File: config.mk
export PLATFORM = sky130hd
export DESIGN_NAME = sfx_xcvr
export DESIGN_NICKNAME = d
export VERILOG_FILES = /design/src/rtl/sfx_pkg.sv /design/src/rtl/sfx_baud.sv /design/src/rtl/sfx_tx.sv /design/src/rtl/sfx_rx.sv /design/src/rtl/sfx_xcvr.sv
export SDC_FILE = /design/constraint.sdc
export NUM_CORES = 1
export LEC_CHECK = 0
export ABC_CLOCK_PERIOD_IN_PS = 3400
export BUFFER_PORTS_ARGS = -buffer_cell sky130_fd_sc_hd__buf_2
export CORE_UTILIZATION = 43
export DETAILED_ROUTE_END_ITERATION = 10
export PLACE_DENSITY = 0.62
export SLEW_MARGIN = 20
export SYNTH_ARGS = -nofsm -noshare
export SYNTH_HDL_FRONTEND = slang
export SYNTH_SLANG_ARGS = --single-unit
File: constraint.sdc
create_clock -name clk -period 3.4 [get_ports clk]
set_clock_uncertainty 0.15 [all_clocks]
set_input_delay 0.34 -clock clk [delete_from_list [all_inputs] [get_ports clk]]
set_output_delay 0.34 -clock clk [all_outputs]
set_load 0.02 [all_outputs]
File: src/rtl/sfx_pkg.sv
package sfx_pkg;

  localparam int FRM_W = 13;   // start + 9 data + parity + 2 stop

  typedef struct packed {
    logic [FRM_W-1:0] bits;    // LSB leaves first
    logic [3:0]       nbits;
  } frame_t;

  typedef enum logic [2:0] {
    RS_IDLE, RS_START, RS_DATA, RS_PAR, RS_STOP
  } rx_state_t;

  function automatic logic [3:0] len_clamp(input logic [3:0] l);
    if (l < 4'd5)      return 4'd5;
    else if (l > 4'd9) return 4'd9;
    else               return l;
  endfunction

  function automatic logic parity_of(input logic [8:0] d, input logic [3:0] len,
                                     input logic odd);
    logic p;
    p = odd;
    for (int i = 0; i < 9; i++)
      if (4'(i) < len) p = p ^ d[i];
    return p;
  endfunction

  function automatic frame_t build_frame(input logic [8:0] d, input logic [3:0] len,
                                         input logic pen, input logic odd,
                                         input logic two);
    frame_t     f;
    logic [3:0] pos;
    f.bits    = '1;
    f.bits[0] = 1'b0;
    pos       = 4'd1;
    for (int i = 0; i < 9; i++) begin
      if (4'(i) < len) begin
        f.bits[pos] = d[i];
        pos = pos + 4'd1;
      end
    end
    if (pen) begin
      f.bits[pos] = parity_of(d, len, odd);
      pos = pos + 4'd1;
    end
    f.nbits = pos + 4'd1 + {3'b000, two};
    return f;
  endfunction

endpackage

File: src/rtl/sfx_baud.sv
module sfx_baud #(
  parameter int DIV_W = 12
) (
  input  logic             clk,
  input  logic             rst_n,
  input  logic [DIV_W-1:0] div,
  output logic             tick
);

  logic [DIV_W-1:0] cnt_q, cnt_d;

  always_comb begin
    tick  = (cnt_q == '0);
    cnt_d = tick ? div : cnt_q - DIV_W'(1);
  end

  always_ff @(posedge clk or negedge rst_n) begin
    if (!rst_n) cnt_q <= '0;
    else        cnt_q <= cnt_d;
  end

endmodule

File: src/rtl/sfx_tx.sv
module sfx_tx
  import sfx_pkg::*;
#(
  parameter int OVS = 16
) (
  input  logic       clk,
  input  logic       rst_n,
  input  logic       tick,
  input  logic       dbl,
  input  logic [3:0] len,
  input  logic       pen,
  input  logic       odd,
  input  logic       two,
  input  logic       wr_stb,
  input  logic [7:0] wr_byte,
  input  logic       ninth_wr,
  input  logic       ninth_in,
  input  logic       done_clr,
  output logic       txd,
  output logic       empty,
  output logic       done,
  output logic       busy,
  output logic [8:0] hold_o
);

  localparam int CW = $clog2(OVS);

  logic [8:0]       hold_q, hold_d;
  logic             full_q, full_d;
  logic             ninth_q, ninth_d;
  logic             busy_q, busy_d;
  logic [FRM_W-1:0] sh_q, sh_d;
  logic [3:0]       left_q, left_d;
  logic [CW-1:0]    sub_q, sub_d;
  logic             done_q, done_d;

  logic [CW-1:0] last_sub;
  logic          wr_ok, end_bit, last, load;
  frame_t        nf;

  always_comb begin
    last_sub = dbl ? CW'(OVS/2 - 1) : CW'(OVS - 1);
    nf       = build_frame(hold_q, len_clamp(len), pen, odd, two);
    wr_ok    = wr_stb & ~full_q;
    end_bit  = tick & busy_q & (sub_q == last_sub);
    last     = end_bit & (left_q == 4'd1);
    load     = tick & full_q & (~busy_q | last);

    hold_d  = hold_q;
    full_d  = full_q;
    ninth_d = ninth_q;
    busy_d  = busy_q;
    sh_d    = sh_q;
    left_d  = left_q;
    sub_d   = sub_q;
    done_d  = done_q;

    if (ninth_wr) ninth_d = ninth_in;
    if (done_clr) done_d = 1'b0;
    if (wr_ok) begin
      hold_d = {ninth_q, wr_byte};
      full_d = 1'b1;
    end
    if (tick & busy_q) sub_d = end_bit ? '0 : sub_q + CW'(1);
    if (end_bit) begin
      sh_d   = {1'b1, sh_q[FRM_W-1:1]};
      left_d = left_q - 4'd1;
    end
    if (last & ~full_q) begin
      busy_d = 1'b0;
      done_d = ~wr_ok;
    end
    if (load) begin
      sh_d   = nf.bits;
      left_d = nf.nbits;
      sub_d  = '0;
      busy_d = 1'b1;
      full_d = 1'b0;
      done_d = 1'b0;
    end
  end

  always_ff @(posedge clk or negedge rst_n) begin
    if (!rst_n) begin
      hold_q  <= '0;
      full_q  <= 1'b0;
      ninth_q <= 1'b0;
      busy_q  <= 1'b0;
      sh_q    <= '1;
      left_q  <= '0;
      sub_q   <= '0;
      done_q  <= 1'b0;
    end else begin
      hold_q  <= hold_d;
      full_q  <= full_d;
      ninth_q <= ninth_d;
      busy_q  <= busy_d;
      sh_q    <= sh_d;
      left_q  <= left_d;
      sub_q   <= sub_d;
      done_q  <= done_d;
    end
  end

  assign txd    = ~busy_q | sh_q[0];
  assign empty  = ~full_q;
  assign done   = done_q;
  assign busy   = busy_q;
  assign hold_o = hold_q;

endmodule

File: src/rtl/sfx_rx.sv
module sfx_rx
  import sfx_pkg::*;
#(
  parameter int OVS = 16
) (
  input  logic       clk,
  input  logic       rst_n,
  input  logic       tick,
  input  logic       dbl,
  input  logic [3:0] len,
  input  logic       pen,
  input  logic       odd,
  input  logic       rxd,
  input  logic       rd_stb,
  output logic [8:0] rx_word,
  output logic       full,
  output logic       ferr,
  output logic       perr,
  output logic       fin
);

  localparam int CW = $clog2(OVS + 1);

  logic          s1_q, s2_q;
  rx_state_t     st_q, st_d;
  logic [CW-1:0] sub_q, sub_d;
  logic [1:0]    vote_q, vote_d;
  logic [3:0]    idx_q, idx_d;
  logic [8:0]    dat_q, dat_d;
  logic          pb_q, pb_d;
  logic [3:0]    len_q, len_d;
  logic          pen_q, pen_d, odd_q, odd_d;
  logic [8:0]    buf_q, buf_d;
  logic          full_q, full_d, fe_q, fe_d, pe_q, pe_d;

  logic [CW-1:0] lim, mid, s;
  logic          maj, decide, wrap, active;

  always_ff @(posedge clk or negedge rst_n) begin
    if (!rst_n) begin
      s1_q <= 1'b1;
      s2_q <= 1'b1;
    end else begin
      s1_q <= rxd;
      s2_q <= s1_q;
    end
  end

  always_comb begin
    lim    = dbl ? CW'(OVS/2) : CW'(OVS);
    mid    = lim >> 1;
    s      = sub_q + CW'(1);
    active = (st_q != RS_IDLE);
    maj    = (vote_q[0] & vote_q[1]) | (vote_q[0] & s2_q) | (vote_q[1] & s2_q);
    decide = tick & active & (s == mid + CW'(2));
    wrap   = tick & active & (s == lim);
    fin    = decide & (st_q == RS_STOP);

    st_d   = st_q;   sub_d  = sub_q;  vote_d = vote_q; idx_d = idx_q;
    dat_d  = dat_q;  pb_d   = pb_q;   len_d  = len_q;  pen_d = pen_q;
    odd_d  = odd_q;  buf_d  = buf_q;  full_d = full_q; fe_d  = fe_q;
    pe_d   = pe_q;

    if (rd_stb) full_d = 1'b0;

    if (tick) begin
      if (!active) begin
        if (!s2_q) begin
          st_d  = RS_START;
          sub_d = CW'(1);
          dat_d = '0;
          idx_d = '0;
          len_d = len_clamp(len);
          pen_d = pen;
          odd_d = odd;
        end
      end else begin
        sub_d = wrap ? '0 : s;
        if (s == mid)          vote_d[0] = s2_q;
        if (s == mid + CW'(1)) vote_d[1] = s2_q;
      end
    end

    if (decide) begin
      case (st_q)
        RS_START: if (maj) begin st_d = RS_IDLE; sub_d = '0; end
        RS_DATA:  dat_d[idx_q] = maj;
        RS_PAR:   pb_d = maj;
        RS_STOP: begin
          st_d   = RS_IDLE;
          sub_d  = '0;
          full_d = 1'b1;
          buf_d  = dat_q;
          fe_d   = ~maj;
          pe_d   = pen_q & (pb_q ^ parity_of(dat_q, len_q, odd_q));
        end
        default: ;
      endcase
    end

    if (wrap) begin
      case (st_q)
        RS_START: begin st_d = RS_DATA; idx_d = '0; end
        RS_DATA: begin
          idx_d = idx_q + 4'd1;
          if (idx_q == len_q - 4'd1) st_d = pen_q ? RS_PAR : RS_STOP;
        end
        RS_PAR:  st_d = RS_STOP;
        default: ;
      endcase
    end
  end

  always_ff @(posedge clk or negedge rst_n) begin
    if (!rst_n) begin
      st_q <= RS_IDLE; sub_q <= '0; vote_q <= '0; idx_q <= '0;
      dat_q <= '0; pb_q <= 1'b0; len_q <= 4'd8; pen_q <= 1'b0; odd_q <= 1'b0;
      buf_q <= '0; full_q <= 1'b0; fe_q <= 1'b0; pe_q <= 1'b0;
    end else begin
      st_q <= st_d; sub_q <= sub_d; vote_q <= vote_d; idx_q <= idx_d;
      dat_q <= dat_d; pb_q <= pb_d; len_q <= len_d; pen_q <= pen_d; odd_q <= odd_d;
      buf_q <= buf_d; full_q <= full_d; fe_q <= fe_d; pe_q <= pe_d;
    end
  end

  assign rx_word = buf_q;
  assign full    = full_q;
  assign ferr    = fe_q;
  assign perr    = pe_q;

endmodule

File: src/rtl/sfx_xcvr.sv
module sfx_xcvr #(
  parameter int DIV_W = 12,
  parameter int OVS   = 16
) (
  input  logic             clk,
  input  logic             rst_n,
  input  logic [DIV_W-1:0] cfg_div,
  input  logic             cfg_dbl,
  input  logic [3:0]       cfg_len,
  input  logic             cfg_par_en,
  input  logic             cfg_par_odd,
  input  logic             cfg_two_stop,
  input  logic             wr_stb,
  input  logic [7:0]       wr_byte,
  input  logic             ninth_wr,
  input  logic             ninth_in,
  input  logic             txdone_clr,
  input  logic             rd_stb,
  output logic [7:0]       rd_byte,
  output logic             rd_ninth,
  output logic             tx_empty,
  output logic             tx_done,
  output logic             rx_full,
  output logic             err_frame,
  output logic             err_parity,
  output logic             txd,
  input  logic             rxd
);

  logic       rst_a_q, rst_q;
  logic       tick, tx_busy, rx_fin;
  logic [8:0] tx_hold, rx_word;

  always_ff @(posedge clk or negedge rst_n) begin
    if (!rst_n) begin
      rst_a_q <= 1'b0;
      rst_q   <= 1'b0;
    end else begin
      rst_a_q <= 1'b1;
      rst_q   <= rst_a_q;
    end
  end

  sfx_baud #(.DIV_W(DIV_W)) u_baud (
    .clk(clk), .rst_n(rst_q), .div(cfg_div), .tick(tick)
  );

  sfx_tx #(.OVS(OVS)) u_tx (
    .clk(clk), .rst_n(rst_q), .tick(tick), .dbl(cfg_dbl), .len(cfg_len),
    .pen(cfg_par_en), .odd(cfg_par_odd), .two(cfg_two_stop),
    .wr_stb(wr_stb), .wr_byte(wr_byte), .ninth_wr(ninth_wr), .ninth_in(ninth_in),
    .done_clr(txdone_clr), .txd(txd), .empty(tx_empty), .done(tx_done),
    .busy(tx_busy), .hold_o(tx_hold)
  );

  sfx_rx #(.OVS(OVS)) u_rx (
    .clk(clk), .rst_n(rst_q), .tick(tick), .dbl(cfg_dbl), .len(cfg_len),
    .pen(cfg_par_en), .odd(cfg_par_odd), .rxd(rxd), .rd_stb(rd_stb),
    .rx_word(rx_word), .full(rx_full), .ferr(err_frame), .perr(err_parity),
    .fin(rx_fin)
  );

  assign rd_byte  = rx_word[7:0];
  assign rd_ninth = rx_word[8];

endmodule

==> metrics.cfg <==
[sta]
worstMarginPinSlew_ps = 713.2
max_freq_mhz = 303.6
final-max-slew-violation-count = 0
slew_headroom_pct = 52.17
period_share_pct = 96.88
hold_viol = 0
rsz0062_at_grt = true
setup-violations-final = 0
tns_ps = 0
post-route-min-period_ps = 3294

[drt]
drt_pass1_iterations = 5
drcViolationCount = 0
drtIter0Drc = 261
antenna_left = 0
vias_per_cell = 5.407
drt_wl_total_mm = 14.09
num_vias = 5039
routedWlPerCell_um = 15.12

[finish]
area_growth_pct = 17.30
nFillCells = 1324
sequential_cell_area_mm2 = 0.002326
nets = 817
stdcell_area_mm2 = 0.007278
drive_gt1_share_pct = 24.73
multi_input_area_mm2 = 0.003685
stdcell_count = 932
num_antenna_cells = 0

[floorplanning]
die-height_um = 122.1
ios = 51
core_area_mm2 = 0.01399
fp-row-count = 43
start_util_pct = 44.36
die_x_um = 122.1
design.die.area_mm2 = 0.01491

[critical_path]
cp_cell_sequence = nor4_4, or4b_4, or4_4, a2111o_1, or3_1, buf_6, mux2_4
worstSetupPathDepth = 7
cp.arrival_ps = 3380
r2r_slack_ps = 110
critPathSlowestCell = or4_4
r2r_start = u_baud.cnt_q[3]
cp_top_family = simple AND/OR/NAND/NOR gates
path_buf_inv = 1
cp-start-kind = register
slowest_delay_ps = 560
cp-end-kind = register
cp_max_fo = 14
critPathKind = register to register
crit_required_ps = 3480
rr_worst_depth = 7
r2r-end = u_rx.rx_word[5]

[power]
swShare_pct = 28.37
power_per_cell_area_mw_per_mm2 = 399.8
pwr-share-clk_pct = 35.9
p_leak_nw = 3.355
peakVddDrop_mv = 0.2244
p_sw_uw = 825.5
internal_power_mw = 2.084
combPwrFrac_pct = 21.7
seq_power_share_pct = 42.3

[synth]
syn-cell-area_mm2 = 0.006205
ys_dominant_reg_cell = dfrtp_1
ys_ff_latch = 92
synthesis.instances = 671
synth_warnings = 0
synth_edf_count = 0
seq_area_frac_synth_pct = 37.43
synth.distinct_cells = 64
synthArstFlopShare_pct = 100.0
synth_area_per_cell_um2 = 9.247

[hold_path]
whs_endpoint = u_rx.full
min_from = rd_stb
hold_path_class = input port to register
whs_path_depth = 2

[grt]
grt_first_pass_wirelength_mm = 23.45
grt_max_degree = 53
track_usage_pct = 20.07
grt_antenna_before_repair = 0
grt_pass1_vias = 4959
grt-ovfl-total = 0

[clock_tree]
clkSinkCount = 92
numCtsBuffers = 9
h-tree-depth = 3
clk_pin_slew_ps = 60
clk_path_buf_depth = 2
cts_tree = done
clk_latency_ps = 350
cts_root_buf = clkbuf_16

[placement]
placed_area_mm2 = 0.006913
place.detailed.hpwl_mm = 10.41
io_buffer_count = 50
gp_congestion = 0.8921
dpl.cell_count = 913

[outcome]
outcome = finished, final reports clean

[job]
maxCapViolations = 0

worst max-delay path by stage:
stage,startpoint,slack (ps),end
6_report,u_baud.cnt_q[3],110,u_rx.rx_word[5]
5_1_grt,cfg_len[2],-50,u_tx.left_q[2]
4_1_cts,u_baud.cnt_q[3],80,u_rx.rx_word[6]
3_5_place_dp,cfg_len[2],-250,u_tx.left_q[2]
3_3_place_gp,cfg_len[2],-150,u_tx.left_q[2]
2_1_floorplan,cfg_len[3],-20,u_tx.sh_q[3]
cells in the final DEF (no fill, tap or decap), types with 5 or more instances in the layout:
cell       Yosys  routed
nand2_1       79      78
mux2_2        33      33
or3_1          5       5
buf_4          0      44
o21ai_0       51      49
nor2_1        49      48
ha_1          34      32
a22oi_1        8       6
clkbuf_16      0       9
nor4_1         7       7
a21oi_1       14      13
buf_2          0      50
nor3_1        15      15
conb_1         2       7
nand3_1       22      22
mux2i_1       29      29
a31oi_1       12      12
xor2_1        18      18
inv_1         31      31
nor2b_1       11      11
and3_1         6       6
dfstp_2       16      16
mux2_4         6       6
dfrtp_1       76      75
xnor2_1       26      26
nand2b_1       7       7
power groups by stage:
stage	Combinational (mW)	Sequential (mW)	Clock (mW)
after floorplan	0.423	1.23	0
final	0.632	1.23	1.05
after detailed placement	0.608	1.25	0
after global routing	0.694	1.24	1.11
after global placement	0.588	1.25	0
after CTS	0.613	1.23	1.08
layer usage:
layer | part of all wire [%] | track usage [%]
met3 | 3.1 | 3.184
met1 | 47 | 25.98
met2 | 48 | 33.33
met5 | 0 | 0
met4 | 2.2 | 8.155
synth_stat cells, drive strengths merged, types with 3 or more instances:
cell type	count	area (µm²)
o22ai	3	18.77
nor3b	4	30.03
nand2b	7	43.79
a31oi	12	75.07
nor3	15	75.07
nand4b	4	35.03
nor4b	5	43.79
clkbuf	34	127.6
dfstp	16	420.4
xor2	18	157.7
nand3	22	110.1
ha	34	425.4
a41oi	3	26.28
inv	31	116.4
nor4	8	65.06
nand2	79	296.5
a22oi	8	60.06
a21o	4	30.03
and3	6	37.54
buf	3	30.02
mux2i	29	290.3
or3	5	31.28
xnor2	26	227.7
nor2b	11	68.82
a21oi	14	70.07
dfrtp	76	1902
mux2	39	461.7
nor2	49	183.9
a31o	4	35.03
nand3b	4	30.03
a22o	4	35.03
o21ai	51	255.2
a2bb2oi	3	26.28
o31ai	4	30.03
a211oi	4	30.03
through the flow:
stage	hold WS [ps]	utilization, %	total power, mW	setup slack [ps]
floorplan	-105.6	-	1.655	-16.66
global placement	-25.11	49.42	1.838	-152.3
detailed placement	-22.40	49.42	1.861	-252.5
CTS	11.96	51.81	2.922	78.31
global route	24.75	52.03	3.047	-47.65
finish	22.10	52.03	2.910	106.1
logic make-up after synthesis:
group                    synth area share, %
XOR/XNOR                               6.937
buffers and inverters                  4.416
flip-flops                             37.43
AND/OR/NAND/NOR                        18.49
adder cells (fa/ha/maj)                6.856
multiplexers                           12.12
AO/OA/AOI/OAI                          13.63
other                                 0.1210
worst reg2reg max path, stage by stage (launching register included):
cell and delay [ps]:
dfrtp_1 430, nor4_4 340, or4b_4 500, or4_4 560
a2111o_1 370, or3_1 340, buf_6 170, mux2_4 310
registers in the layout, summed over array words and instances (netlist names), 2 cells and up:
signal / cells
u_tx.sh_q: 13
u_baud.cnt_q: 12
u_rx.dat_q: 9
u_rx.rx_word: 9
u_tx.hold_o: 9
u_rx.sub_q: 5
u_rx.idx_q: 4
u_rx.len_q: 4
u_tx.left_q: 4
u_tx.sub_q: 4
u_rx.st_q: 3
u_rx.vote_q: 2
cell type report:
type / count / share of cell area (%)
multi-input cells: 516 / 50.63
flip-flops and latches: 92 / 31.96
repair buffers: 97 / 8.406
clock buffers: 13 / 3.713
well taps: 180 / 3.094
inverters: 31 / 1.599
clock inverters: 3 / 0.6017
what timing repair did:
item	4_1_cts	5_1_grt
resized for setup	0	8
pin swaps	1	3
hold buffers	2	0
setup endpoints to repair	6	6
endpoints found under the hold margin	3	0
buffers inserted	0	1
Power figures use the tool's default switching activity.
